File: config.mk
export PLATFORM = sky130hd
export DESIGN_NAME = field_parity_detector
export DESIGN_NICKNAME = d
export VERILOG_FILES = /design/src/rtl/fpd_pkg.sv /design/src/rtl/fpd_sync_edge.sv /design/src/rtl/fpd_line_phase.sv /design/src/rtl/fpd_field_capture.sv /design/src/rtl/field_parity_detector.sv
export SDC_FILE = /design/constraint.sdc
export NUM_CORES = 1
export LEC_CHECK = 0
export BUFFER_PORTS_ARGS = -buffer_cell sky130_fd_sc_hd__buf_2
export CAP_MARGIN = 20
export CORE_ASPECT_RATIO = 0.9
export CORE_MARGIN = 8
export CORE_UTILIZATION = 44
export CTS_CLUSTER_SIZE = 30
export DETAILED_ROUTE_END_ITERATION = 8
export PLACE_DENSITY = 0.66
export SYNTH_ARGS = -nofsm -noshare
export SYNTH_HDL_FRONTEND = slang
export SYNTH_SLANG_ARGS = --single-unit
File: constraint.sdc
create_clock -name clk -period 2 [get_ports clk]
set_input_delay 0.1 -clock clk [delete_from_list [all_inputs] [get_ports clk]]
set_output_delay 0.1 -clock clk [all_outputs]
set_load 0.02 [all_outputs]
File: src/rtl/fpd_pkg.sv
package fpd_pkg;
  localparam int unsigned FPD_CNT_W    = 7;
  localparam int unsigned FPD_CAP_W    = 4;
  localparam int unsigned FPD_PRESCALE = 3;
  localparam int unsigned FPD_SYNC_N   = 2;

  typedef enum logic {
    TGT_A = 1'b0,
    TGT_B = 1'b1
  } fpd_target_e;
endpackage

File: src/rtl/fpd_sync_edge.sv
module fpd_sync_edge #(
  parameter int unsigned STAGES = 2
) (
  input  logic clk,
  input  logic rst_n,
  input  logic async_i,
  output logic rise_o
);
  logic [STAGES-1:0] sh_q;
  logic              prev_q;

  generate
    if (STAGES == 1) begin : g_one
      always_ff @(posedge clk) begin
        if (!rst_n) sh_q <= '0;
        else        sh_q <= async_i;
      end
    end else begin : g_many
      always_ff @(posedge clk) begin
        if (!rst_n) sh_q <= '0;
        else        sh_q <= {sh_q[STAGES-2:0], async_i};
      end
    end
  endgenerate

  always_ff @(posedge clk) begin
    if (!rst_n) prev_q <= 1'b0;
    else        prev_q <= sh_q[STAGES-1];
  end

  assign rise_o = sh_q[STAGES-1] & ~prev_q;

  assert_single_pulse_R4: assert property (@(posedge clk) disable iff (!rst_n)
    rise_o |=> !rise_o);
endmodule

File: src/rtl/fpd_line_phase.sv
module fpd_line_phase #(
  parameter int unsigned CNT_W    = 7,
  parameter int unsigned PRESCALE = 3
) (
  input  logic             clk,
  input  logic             rst_n,
  input  logic             clr_i,
  output logic [CNT_W-1:0] count_o
);
  localparam int unsigned PRE_W = (PRESCALE > 1) ? $clog2(PRESCALE) : 1;
  localparam logic [CNT_W-1:0] CNT_MAX = {CNT_W{1'b1}};

  logic tick;
  logic [CNT_W-1:0] cnt_q;

  generate
    if (PRESCALE > 1) begin : g_div
      logic [PRE_W-1:0] pre_q;
      always_ff @(posedge clk) begin
        if (!rst_n || clr_i)                      pre_q <= '0;
        else if (pre_q == PRE_W'(PRESCALE - 1))   pre_q <= '0;
        else                                      pre_q <= pre_q + 1'b1;
      end
      assign tick = (pre_q == PRE_W'(PRESCALE - 1));
    end else begin : g_nodiv
      assign tick = 1'b1;
    end
  endgenerate

  always_ff @(posedge clk) begin
    if (!rst_n)                          cnt_q <= '0;
    else if (clr_i)                      cnt_q <= '0;
    else if (tick && cnt_q != CNT_MAX)   cnt_q <= cnt_q + 1'b1;
  end

  assign count_o = cnt_q;

  assert_clear_R2: assert property (@(posedge clk) disable iff (!rst_n)
    clr_i |=> count_o == '0);
  assert_step_R2: assert property (@(posedge clk) disable iff (!rst_n)
    (!clr_i && count_o != CNT_MAX) |=>
      (count_o == $past(count_o) || count_o == $past(count_o) + 1'b1));
  assert_saturate_R3: assert property (@(posedge clk) disable iff (!rst_n)
    (!clr_i && count_o == CNT_MAX) |=> count_o == CNT_MAX);
endmodule

File: src/rtl/fpd_field_capture.sv
module fpd_field_capture
  import fpd_pkg::*;
#(
  parameter int unsigned CNT_W = 7,
  parameter int unsigned CAP_W = 4
) (
  input  logic             clk,
  input  logic             rst_n,
  input  logic             cap_i,
  input  logic [CNT_W-1:0] count_i,
  input  logic             pol_i,
  output logic [CAP_W-1:0] cap_a_o,
  output logic [CAP_W-1:0] cap_b_o,
  output logic             next_b_o,
  output logic             flag_o
);
  fpd_target_e      tgt_q;
  logic [CAP_W-1:0] a_q, b_q;
  logic             done_q;
  logic             flag_q;
  logic [CAP_W-1:0] phase;

  assign phase = count_i[CNT_W-1 -: CAP_W];

  always_ff @(posedge clk) begin
    if (!rst_n) begin
      tgt_q <= TGT_A;
      a_q   <= '0;
      b_q   <= '0;
    end else if (cap_i) begin
      if (tgt_q == TGT_A) begin
        a_q   <= phase;
        tgt_q <= TGT_B;
      end else begin
        b_q   <= phase;
        tgt_q <= TGT_A;
      end
    end
  end

  always_ff @(posedge clk) begin
    if (!rst_n) begin
      done_q <= 1'b0;
      flag_q <= 1'b0;
    end else begin
      done_q <= cap_i;
      if (done_q) flag_q <= (a_q > b_q) ^ pol_i;
    end
  end

  assign cap_a_o  = a_q;
  assign cap_b_o  = b_q;
  assign next_b_o = (tgt_q == TGT_B);
  assign flag_o   = flag_q;

  assert_alternate_R5: assert property (@(posedge clk) disable iff (!rst_n)
    cap_i |=> next_b_o != $past(next_b_o));
  assert_hold_R4: assert property (@(posedge clk) disable iff (!rst_n)
    !cap_i |=> ($stable(cap_a_o) && $stable(cap_b_o) && $stable(next_b_o)));
  assert_flag_hold_R8: assert property (@(posedge clk) disable iff (!rst_n)
    !done_q |=> $stable(flag_o));
  assert_one_written_R5: assert property (@(posedge clk) disable iff (!rst_n)
    cap_i |=> (next_b_o ? $stable(cap_b_o) : $stable(cap_a_o)));
endmodule

File: src/rtl/field_parity_detector.sv
module field_parity_detector
  import fpd_pkg::*;
#(
  parameter int unsigned CNT_W    = FPD_CNT_W,
  parameter int unsigned CAP_W    = FPD_CAP_W,
  parameter int unsigned PRESCALE = FPD_PRESCALE,
  parameter int unsigned SYNC_N   = FPD_SYNC_N
) (
  input  logic               clk,
  input  logic               rst_n,
  input  logic               hsync_i,
  input  logic               vsync_i,
  input  logic               polarity_i,
  output logic [CAP_W-1:0]   cap_a_o,
  output logic [CAP_W-1:0]   cap_b_o,
  output logic [2*CAP_W-1:0] status_o,
  output logic               next_is_b_o,
  output logic               start_field_o
);
  logic             h_rise, v_rise;
  logic [CNT_W-1:0] phase_cnt;

  fpd_sync_edge #(.STAGES(SYNC_N)) u_hsync (
    .clk(clk), .rst_n(rst_n), .async_i(hsync_i), .rise_o(h_rise));

  fpd_sync_edge #(.STAGES(SYNC_N)) u_vsync (
    .clk(clk), .rst_n(rst_n), .async_i(vsync_i), .rise_o(v_rise));

  fpd_line_phase #(.CNT_W(CNT_W), .PRESCALE(PRESCALE)) u_phase (
    .clk(clk), .rst_n(rst_n), .clr_i(h_rise), .count_o(phase_cnt));

  fpd_field_capture #(.CNT_W(CNT_W), .CAP_W(CAP_W)) u_cap (
    .clk(clk), .rst_n(rst_n), .cap_i(v_rise), .count_i(phase_cnt),
    .pol_i(polarity_i), .cap_a_o(cap_a_o), .cap_b_o(cap_b_o),
    .next_b_o(next_is_b_o), .flag_o(start_field_o));

  assign status_o = {cap_b_o, cap_a_o};

  assert_coincident_R9: assert property (@(posedge clk) disable iff (!rst_n)
    (h_rise && v_rise && !next_is_b_o) |=>
      cap_a_o == $past(phase_cnt[CNT_W-1 -: CAP_W]));
endmodule

==> impl_metrics.json, run 1 <==
{
  "status": "finished, final reports clean",
  "ys.flop_type": "dfxtp_1",
  "clkSlewWorstSetupHoldPaths_ns": 0.14,
  "syn_area_per_cell_um2": 9.32,
  "initial_utilization_pct": 46.9,
  "viasPerCell": 4.99,
  "final_cell_mix": "dfxtp_1, buf_2, nor2_1",
  "cts.sinks": 26,
  "fp.coreArea_mm2": 0.00247,
  "port_buffers": 22,
  "wl_per_cell_um": 12.7,
  "path_buf_inv": 1,
  "clock_latency_ns": 0.32,
  "rows": 17,
  "hp-class": "in -> reg",
  "multi_input_area_um2": 534,
  "finalSetupViolCount": 0,
  "yosysTopAreaCell": "dfxtp_1",
  "grt_antenna_before_repair": 0,
  "hpwl_um": 1610,
  "synth_top_area_share_pct": 45.0,
  "grt_pass1_vias": 788,
  "finalClockSkew_ns": 0.00478,
  "cts_resized": 0,
  "slowest_stage": "dfxtp_1",
  "slew_headroom_pct": 57.7,
  "total_power_mw": 0.961,
  "fmax_mhz": 718,
  "rrSetupSlack_ns": 0.61,
  "fin_setup_tns_ns": 0,
  "worstPathArrival_ns": 1.62,
  "rsz0062_at_grt": "no",
  "ys_seq_area_share_pct": 45.0,
  "synth_edf_count": 0,
  "synthCells": 124,
  "finalCriticalPeriod_ns": 1.39,
  "dr.pass1.iters": 4,
  "switchingPower_mw": 0.196,
  "synth_cell_type_count": 29,
  "htree_levels": 1,
  "final_nets": 153,
  "path_class": "reg -> reg",
  "dieHeight_um": 64.6,
  "crit_path_max_fanout": 4,
  "tightest_slew_ns": 0.631,
  "cts_tree": "done",
  "synth_area_mm2": 0.00116,
  "critPathCaptureType": "flip-flop",
  "ir_worst_vdd_mv": 0.687,
  "nFillCells": 234,
  "final_common_cell": "dfxtp_1",
  "pre_cts_slack_ns": 0.622,
  "hold_start": "rst_n",
  "initialDrtViolationCount": 24,
  "top_level_ports": 23,
  "diodes": 0,
  "overflow": 0,
  "cp_cell_sequence": "inv_1 > ha_1 > nor2b_1 > o211ai_1 > and3_1 > nor3_1",
  "numCtsBuffers": 3,
  "reg2reg_depth": 6,
  "r2r-start": "u_cap.cap_b_o[1]",
  "whs_path_depth": 2,
  "gp_congestion": 0.733,
  "ys_ff_latch": 26,
  "cts_root_buf": "clkbuf_4",
  "slew_violations": 0,
  "drive_above_1_share_pct": 22.0,
  "drt_wl_total_um": 2140,
  "synthesis.nets": 135,
  "die_w_um": 70.0,
  "seqCellArea_um2": 520,
  "grt_pass1_wl_um": 3550,
  "worstReg2RegEnd": "u_cap.flag_o",
  "die_area_mm2": 0.00453,
  "drv_cap": 0,
  "p_per_area_mw_per_mm2": 742,
  "ys_async_sr_fraction_pct": 0,
  "critPathTopFamily": "flip-flops",
  "p_leak_nw": 0.548,
  "sw_frac_of_total_pct": 20.4,
  "p_int_mw": 0.764,
  "synth_area_leaders": "dfxtp_1, ha_1, buf_4",
  "combPwrFrac_pct": 6.1,
  "grt_start_max_net_pins": 19,
  "setup_ws_ns": 0.608,
  "hold_path_end": "u_cap.next_b_o",
  "via_count": 843,
  "finalCritPeriodShare_pct": 69.6,
  "layoutNonFillerInstCount": 169,
  "synth_warnings": 0,
  "crit_cells": 6,
  "drc_errors": 0,
  "grt_use_total_pct": 9.39,
  "hold_violations": 0,
  "critical-path-max-stage-delay_ns": 0.41,
  "required_ns": 2.23,
  "worstSetupStartpointType": "flip-flop",
  "pwr-share-clk_pct": 37.2,
  "ant_nets": 0,
  "seqPwrFrac_pct": 56.7,
  "syn2layout_area_growth_pct": 12.0,
  "whs_ns": 0.120,
  "dp_cells": 163,
  "cts_buffer_depth": 2
}
## worst reg2reg max path: stages (launching register included)
cell and delay, ns:
dfxtp_1 0.41, inv_1 0.06, ha_1 0.29, nor2b_1 0.13, o211ai_1 0.18, and3_1 0.19
nor3_1 0.05
## cell families (layout without fill, tap and decap cells)
| logic type | after synthesis | count (layout) | synth area share [%] |
|---|---|---|---|
| AND/OR/NAND/NOR | 50 | 50 | 24.5 |
| flip-flops | 26 | 26 | 45.0 |
| AO/OA/AOI/OAI | 19 | 19 | 10.3 |
| buffers and inverters | 17 | 34 | 8.77 |
| adder cells (fa/ha/maj) | 6 | 6 | 6.49 |
| multiplexers | 4 | 4 | 3.46 |
| XOR/XNOR | 2 | 2 | 1.52 |
## metal layers
layer | share of wire (%) | vias to the layer above | global-route usage [%]
li1 | - | 448 | -
met1 | 46 | 373 | 10.4
met2 | 44 | 18 | 14.8
met3 | 7.7 | 4 | 5.33
met4 | 1.8 | 0 | 3.26
met5 | 0 | - | 0
## registers in the layout (all words and copies together), names as in the netlist
name / count
u_vsync.sh_q: 2
u_hsync.sh_q: 2
u_hsync.prev_q: 1
u_cap.cap_b_o: 4
u_cap.done_q: 1
u_phase.g_div.pre_q: 2
u_cap.next_b_o: 1
u_vsync.prev_q: 1
u_cap.cap_a_o: 4
u_phase.count_o: 7
u_cap.flag_o: 1
## synthesized netlist by cell type (2+ instances only)
cell      count
dfxtp_1      26
nor2_1        9
buf_4         8
nor2b_1       8
and2_1        7
nand2_1       7
nand3_1       7
a21oi_1       6
ha_1          6
inv_1         6
nor3_1        5
a21boi_0      4
mux2i_1       4
o21ai_0       3
clkbuf_1      2
o31ai_1       2
xor2_1        2
## power groups by stage
stage / clock, mW / combinational (mW) / sequential (mW)
floorplan: 0 / 0.0450 / 0.554
global placement: 0 / 0.0548 / 0.555
detailed placement: 0 / 0.0564 / 0.556
CTS: 0.368 / 0.0596 / 0.544
global route: 0.384 / 0.0669 / 0.546
finish: 0.357 / 0.0589 / 0.544
## timing repair
item                      CTS  global route
hold buffers                2             0
setup buffers               0             0
hold endpoints to repair    2             0
## worst max-delay path by stage
stage                       startpoint                 end
finish                u_cap.cap_b_o[1]        u_cap.flag_o
global route        u_phase.count_o[0]  u_phase.count_o[4]
CTS                   u_cap.cap_b_o[1]        u_cap.flag_o
detailed placement    u_cap.cap_b_o[1]        u_cap.flag_o
global placement    u_phase.count_o[0]  u_phase.count_o[1]
floorplan             u_cap.cap_b_o[3]        u_cap.flag_o
## per-stage QoR
step	util [%]	area, um^2
2_1_floorplan	-	1160
3_3_place_gp	49.5	1220
3_5_place_dp	49.5	1220
4_1_cts	52.5	1290
5_1_grt	52.5	1290
6_report	52.5	1290
## cell type report
type	count	area share, %
repair buffers	24	10.0
clock buffers	3	1.74
well taps	28	2.71
inverters	6	1.74
multi-input cells	81	41.3
clock inverters	1	2.32
flip-flops and latches	26	40.2
Note: power is estimated with default switching activity, not from simulation.
==> run 2: changes to the inputs <==
--- a/config.mk
+++ b/config.mk
@@ -12,7 +12,7 @@
 export CORE_UTILIZATION = 44
 export CTS_CLUSTER_SIZE = 30
 export DETAILED_ROUTE_END_ITERATION = 8
-export PLACE_DENSITY = 0.66
+export PLACE_DENSITY = 0.69
 export SYNTH_ARGS = -nofsm -noshare
 export SYNTH_HDL_FRONTEND = slang
 export SYNTH_SLANG_ARGS = --single-unit
==> constraint.sdc (replaced) <==
create_clock -name clk -period 1.2 [get_ports clk]
set_input_delay 0.06 -clock clk [delete_from_list [all_inputs] [get_ports clk]]
set_output_delay 0.06 -clock clk [all_outputs]
set_load 0.02 [all_outputs]
==> run 2 against run 1 <==
The run now ends with setup timing left. Clock-buffer cell count is 1 higher. Global-route usage increased by 1.9 points. Flip-flop and latch count stayed put. Via count is 16% higher. Utilization grew 14 points. Sequential power grew 66%. Worst hold slack got worse by 0.087 ns. Sequential share of layout area is 7.0 points lower. Worst setup slack got worse by 0.73 ns. Fmax is 5.2% higher. Total power up 64%. Largest power group unchanged. Critical path type unchanged. First-iteration DRC count rose by 25%. Critical endpoint unchanged.
==> impl_metrics.json, run 2 (synthesized netlist as in run 1, its figures left out) <==
{
  "status": "finished, violations left",
  "violations": "setup timing",
  "drt_wl_total_um": 2630,
  "met3_usage_pct": 5.18,
  "whs_ns": 0.0329,
  "hpwl_um": 1880,
  "clock_latency_ns": 0.32,
  "dp_cells": 181,
  "largest_reg_flops": 7,
  "path_class": "reg -> reg",
  "port_buffers": 22,
  "slew_headroom_pct": 74.6,
  "final_nets": 174,
  "syn2layout_area_growth_pct": 41.7,
  "rsz0062_at_grt": "yes",
  "crit_path_max_fanout": 2,
  "whs_path_depth": 2,
  "finalSetupViolCount": 3,
  "top_level_ports": 23,
  "drc_errors": 0,
  "final_cell_mix": "buf_2, buf_4, dfxtp_1",
  "critPathCaptureType": "flip-flop",
  "diodes": 0,
  "critical-path-max-stage-delay_ns": 0.37,
  "finalCriticalPeriod_ns": 1.32,
  "initial_utilization_pct": 46.9,
  "final_common_cell": "buf_2",
  "tightest_slew_ns": 0.381,
  "fmax_mhz": 756,
  "r2r-start": "u_cap.cap_b_o[1]",
  "layoutNonFillerInstCount": 190,
  "rows": 17,
  "slew_violations": 0,
  "grt_pass1_wl_um": 4230,
  "finalCritPeriodShare_pct": 110,
  "slowest_stage": "dfxtp_4",
  "grtUsageMet1_pct": 11.2,
  "hp-class": "in -> reg",
  "dieHeight_um": 64.6,
  "rrSetupSlack_ns": -0.12,
  "p_per_area_mw_per_mm2": 960,
  "cp_cell_sequence": "inv_2 > ha_4 > nor2b_4 > o211ai_1 > and3_1 > nor3_1",
  "fin_util_pct": 66.4,
  "overflow": 0,
  "viasPerCell": 5.15,
  "top_usage_layer": "met2",
  "fp.coreArea_mm2": 0.00247,
  "clkSlewWorstSetupHoldPaths_ns": 0.14,
  "reg2reg_depth": 6,
  "p_leak_nw": 0.691,
  "ant_nets": 0,
  "grt_use_total_pct": 11.3,
  "fin_setup_tns_ns": -0.199,
  "die_w_um": 70.0,
  "drive_above_1_share_pct": 54.3,
  "grt_start_max_net_pins": 16,
  "cts.sinks": 26,
  "htree_levels": 1,
  "cts_root_buf": "clkbuf_4",
  "numCtsBuffers": 3,
  "use_met2_pct": 19.8,
  "grt_pass1_vias": 1010,
  "hold_start": "rst_n",
  "finalClockSkew_ns": 0.00599,
  "cts_buffer_depth": 2,
  "drv_cap": 0,
  "via_count": 979,
  "setup_ws_ns": -0.123,
  "worstReg2RegEnd": "u_cap.flag_o",
  "initialDrtViolationCount": 30,
  "hold_violations": 0,
  "hold_path_end": "u_cap.next_b_o",
  "cts_tree": "done",
  "dr.pass1.iters": 4,
  "worstPathArrival_ns": 1.54,
  "ir_worst_vdd_mv": 0.967,
  "die_area_mm2": 0.00453,
  "grt_antenna_before_repair": 0,
  "worstSetupStartpointType": "flip-flop",
  "dpl_cell_area_mm2": 0.00140,
  "required_ns": 1.42,
  "wl_per_cell_um": 13.9,
  "gp_congestion": 0.751,
  "final_area_mm2": 0.00164
}
## run 2: changes by cell type in the layout (fill, tap and decap cells not counted), moves of 4 or more
cell / previous run / this run
buf_4: 0 / 19
dfxtp_1: 26 / 14
dfxtp_2: 0 / 9
ha_1: 6 / 0
ha_4: 0 / 6
inv_1: 6 / 2
inv_2: 0 / 4
## run 2: worst max-delay path by stage
stage                           from      endpoint  slack (ns)  depth (start not counted)
detailed placement  u_cap.cap_b_o[1]  u_cap.flag_o       -0.12                          6
global placement    u_cap.cap_b_o[2]  u_cap.flag_o       -0.05                          6
global route        u_cap.cap_b_o[1]  u_cap.flag_o       -0.19                          6
finish              u_cap.cap_b_o[1]  u_cap.flag_o       -0.12                          6
floorplan           u_cap.cap_b_o[1]  u_cap.flag_o       -0.08                          6
CTS                 u_cap.cap_b_o[1]  u_cap.flag_o       -0.10                          6
## run 2: layout make-up
| type | instances | area (um^2) |
|---|---|---|
| fillers | 202 | 830 |
| clock buffers | 4 | 47.5 |
| repair buffers | 45 | 295 |
| inverters | 6 | 22.5 |
| flip-flops and latches | 26 | 543 |
| well taps | 28 | 35.0 |
| multi-input cells | 81 | 694 |
## run 2: through the flow
| step | power, mW | setup slack [ns] |
|---|---|---|
| 2_1_floorplan | 0.995 | -0.0797 |
| 3_3_place_gp | 1.04 | -0.0478 |
| 3_5_place_dp | 1.04 | -0.116 |
| 4_1_cts | 1.58 | -0.105 |
| 5_1_grt | 1.65 | -0.191 |
| 6_report | 1.57 | -0.123 |
## run 2: report_power, final
| part | switching, mW | internal, mW | leakage [nW] |
|---|---|---|---|
| Combinational | 0.0744 | 0.0840 | 0.447 |
| Sequential | 0.0180 | 0.885 | 0.218 |
| Clock | 0.256 | 0.255 | 0.0261 |
## run 2: metal layers
layer	share of wire, %	vias to the layer above
met4	2.4	0
met1	42	454
met3	6.0	8
met5	0	-
li1	-	493
met2	49	24
## run 2: what timing repair did
action / 4_1_cts / 5_1_grt
hold buffers: 2 / 0
endpoints found under the setup margin: 6 / 10
pin swaps: 9 / 8
gates resized for setup: 13 / 21
hold endpoints to repair: 2 / 0
buffers inserted: 0 / 3
## run 2: worst max-delay path, delay by kind of cell, from the launching register on
| family | cells | cell delay, ns |
|---|---|---|
| AND/OR/NAND/NOR | 3 | 0.36 |
| flip-flops | 1 | 0.37 |
| adder cells (fa/ha/maj) | 1 | 0.21 |
| buffers and inverters | 1 | 0.04 |
| AO/OA/AOI/OAI | 1 | 0.24 |
==> run 3: changes to the inputs <==
--- a/config.mk
+++ b/config.mk
@@ -13,6 +13,7 @@
 export CTS_CLUSTER_SIZE = 30
 export DETAILED_ROUTE_END_ITERATION = 8
 export PLACE_DENSITY = 0.69
+export SETUP_SLACK_MARGIN = 0.02
 export SYNTH_ARGS = -nofsm -noshare
 export SYNTH_HDL_FRONTEND = slang
 export SYNTH_SLANG_ARGS = --single-unit
==> constraint.sdc (replaced) <==
create_clock -name clk -period 1.1 [get_ports clk]
set_input_delay 0.055 -clock clk [delete_from_list [all_inputs] [get_ports clk]]
set_output_delay 0.055 -clock clk [all_outputs]
set_load 0.02 [all_outputs]
==> run 3 against run 2 <==
The run still ends with setup timing left. Cell area rose by 6.0%. Register-to-register slack got worse by 0.09 ns. Worst setup slack got worse by 0.091 ns. Utilization rose by 4.0 points. Critical path type unchanged. Final cell count rose by 3.2%. Critical endpoint unchanged. Clock power rose by 30%. Fmax rose by 0.66%. Wire length rose by 1.4%. Combinational power rose by 21%. First-iteration DRC count rose to 2.5 times the previous value.
==> impl_metrics.json, run 3 (synthesized netlist as in run 1, its figures left out) <==
{
  "critPathCaptureType": "flip-flop",
  "final_cell_mix": "buf_4, buf_2, dfxtp_1",
  "pre_cts_slack_ns": -0.203,
  "rows": 17,
  "hold_violations": 0,
  "die_area_mm2": 0.00453,
  "p_int_mw": 1.43,
  "ant_nets": 0,
  "clock_latency_ns": 0.33,
  "finalClockSkew_ns": 0.0119,
  "drc_errors": 0,
  "hp-class": "in -> reg",
  "path_class": "reg -> reg",
  "p_leak_nw": 0.738,
  "hpwl_um": 1910,
  "combPwrFrac_pct": 10.4,
  "port_buffers": 22,
  "fp.coreArea_mm2": 0.00247,
  "rsz0062_at_grt": "yes",
  "initialDrtViolationCount": 75,
  "numCtsBuffers": 3,
  "dpl_cell_area_mm2": 0.00147,
  "required_ns": 1.34,
  "syn2layout_area_growth_pct": 50.1,
  "finalCritPeriodShare_pct": 120,
  "overflow": 0,
  "violations": "setup timing",
  "whs_ns": 0.0230,
  "die_w_um": 70.0,
  "drt_wl_total_um": 2670,
  "cts_buffer_depth": 2,
  "viasPerCell": 5.04,
  "sw_frac_of_total_pct": 22.0,
  "grt_start_max_net_pins": 16,
  "crit_path_max_fanout": 2,
  "p_per_area_mw_per_mm2": 1060,
  "ir_worst_vdd_mv": 0.809,
  "switchingPower_mw": 0.404,
  "final_area_mm2": 0.00174,
  "tightest_slew_ns": 0.257,
  "slew_headroom_pct": 82.8,
  "fmax_mhz": 761,
  "final_common_cell": "buf_4",
  "dieHeight_um": 64.6,
  "htree_levels": 1,
  "top_level_ports": 23,
  "grt_pass1_vias": 931,
  "finalSetupViolCount": 9,
  "grt_antenna_before_repair": 0,
  "drive_above_1_share_pct": 57.7,
  "worstSetupStartpointType": "flip-flop",
  "via_count": 988,
  "cts.sinks": 26,
  "clkSlewWorstSetupHoldPaths_ns": 0.15,
  "finalCriticalPeriod_ns": 1.31,
  "largest_reg_flops": 7,
  "grt_use_total_pct": 11.3,
  "setup_ws_ns": -0.215,
  "cts_tree": "done",
  "status": "finished, violations left",
  "gp_congestion": 0.753,
  "nFillCells": 170,
  "slew_violations": 0,
  "wl_per_cell_um": 13.6,
  "seqPwrFrac_pct": 53.5,
  "pwr-share-clk_pct": 36.1,
  "initial_utilization_pct": 46.9,
  "cts_root_buf": "clkbuf_4",
  "grt_pass1_wl_um": 4240,
  "drv_cap": 0,
  "dr.pass1.iters": 4,
  "final_nets": 180,
  "diodes": 0,
  "worstPathArrival_ns": 1.55
}
==> run 3: cell types whose count changed in the layout (fill, tap and decap cells not counted), moves of 2 or more <==
cell	previous run	this run
buf_4	19	29
buf_2	22	17
dfxtp_4	3	6
dfxtp_1	14	12
nor2_4	0	2
nor3_1	5	3
nor3_2	0	2
==> run 3: worst paths after layout <==
kind                               start                endpoint  slack (ns)  depth (start not counted)
setup reg to reg        u_cap.cap_b_o[1]            u_cap.flag_o       -0.21                          6
hold reg to reg   u_phase.g_div.pre_q[0]  u_phase.g_div.pre_q[0]        0.43                          1
setup / recovery        u_cap.cap_b_o[1]            u_cap.flag_o       -0.21                          6
hold / removal                     rst_n          u_cap.next_b_o        0.02                          2
==> run 3: cell type report <==
class / count / area, um^2 / share of cell area, %
sequential: 26 / 553 / 31.9
clock inverter: 1 / 30.0 / 1.73
inverter: 6 / 22.5 / 1.30
clock buffer: 3 / 22.5 / 1.30
timing repair buffer: 51 / 357 / 20.5
multi-input combinational: 81 / 716 / 41.2
tap: 28 / 35.0 / 2.02
==> run 3: routing by layer <==
layer | track usage, % | vias up | wire length, um
met1 | 12.7 | 456 | 1210
met3 | 5.02 | 2 | 162
met4 | 4.01 | 0 | 17
met2 | 18.6 | 28 | 1280
met5 | 0 | - | 0
li1 | - | 502 | -
==> run 3: stage by stage <==
| stage | power [mW] | util, % | TNS (ns) | instances |
|---|---|---|---|---|
| after floorplan | 1.11 | - | -0.357 | 124 |
| after global placement | 1.15 | 59.6 | -0.206 | 184 |
| after detailed placement | 1.15 | 59.6 | -0.459 | 184 |
| after CTS | 1.83 | 66.2 | -0.358 | 194 |
| after global routing | 1.90 | 70.3 | -1.20 | 196 |
| final | 1.84 | 70.3 | -0.712 | 196 |
==> run 3: timing repair <==
item                       CTS  global route
pin swaps                   11            10
gates resized for setup     14            23
setup endpoints to repair   16            18
buffers inserted             4             3
hold buffers                 2             0
hold endpoints to repair     2             0
==> run 3: power by group through the flow <==
stage          Combinational [mW]  Sequential, mW  Clock, mW
2_1_floorplan              0.0955            1.01          0
3_3_place_gp                0.144            1.00          0
3_5_place_dp                0.148            1.01          0
4_1_cts                     0.173           0.985      0.672
5_1_grt                     0.207           0.987      0.702
6_report                    0.191           0.984      0.664
==> run 3: worst max-delay path, stage by stage (launching register included) <==
cell and delay, ns:
dfxtp_4 0.38, inv_2 0.04, ha_4 0.20, nor2b_4 0.12
o211ai_1 0.24, and3_1 0.21, nor3_2 0.05
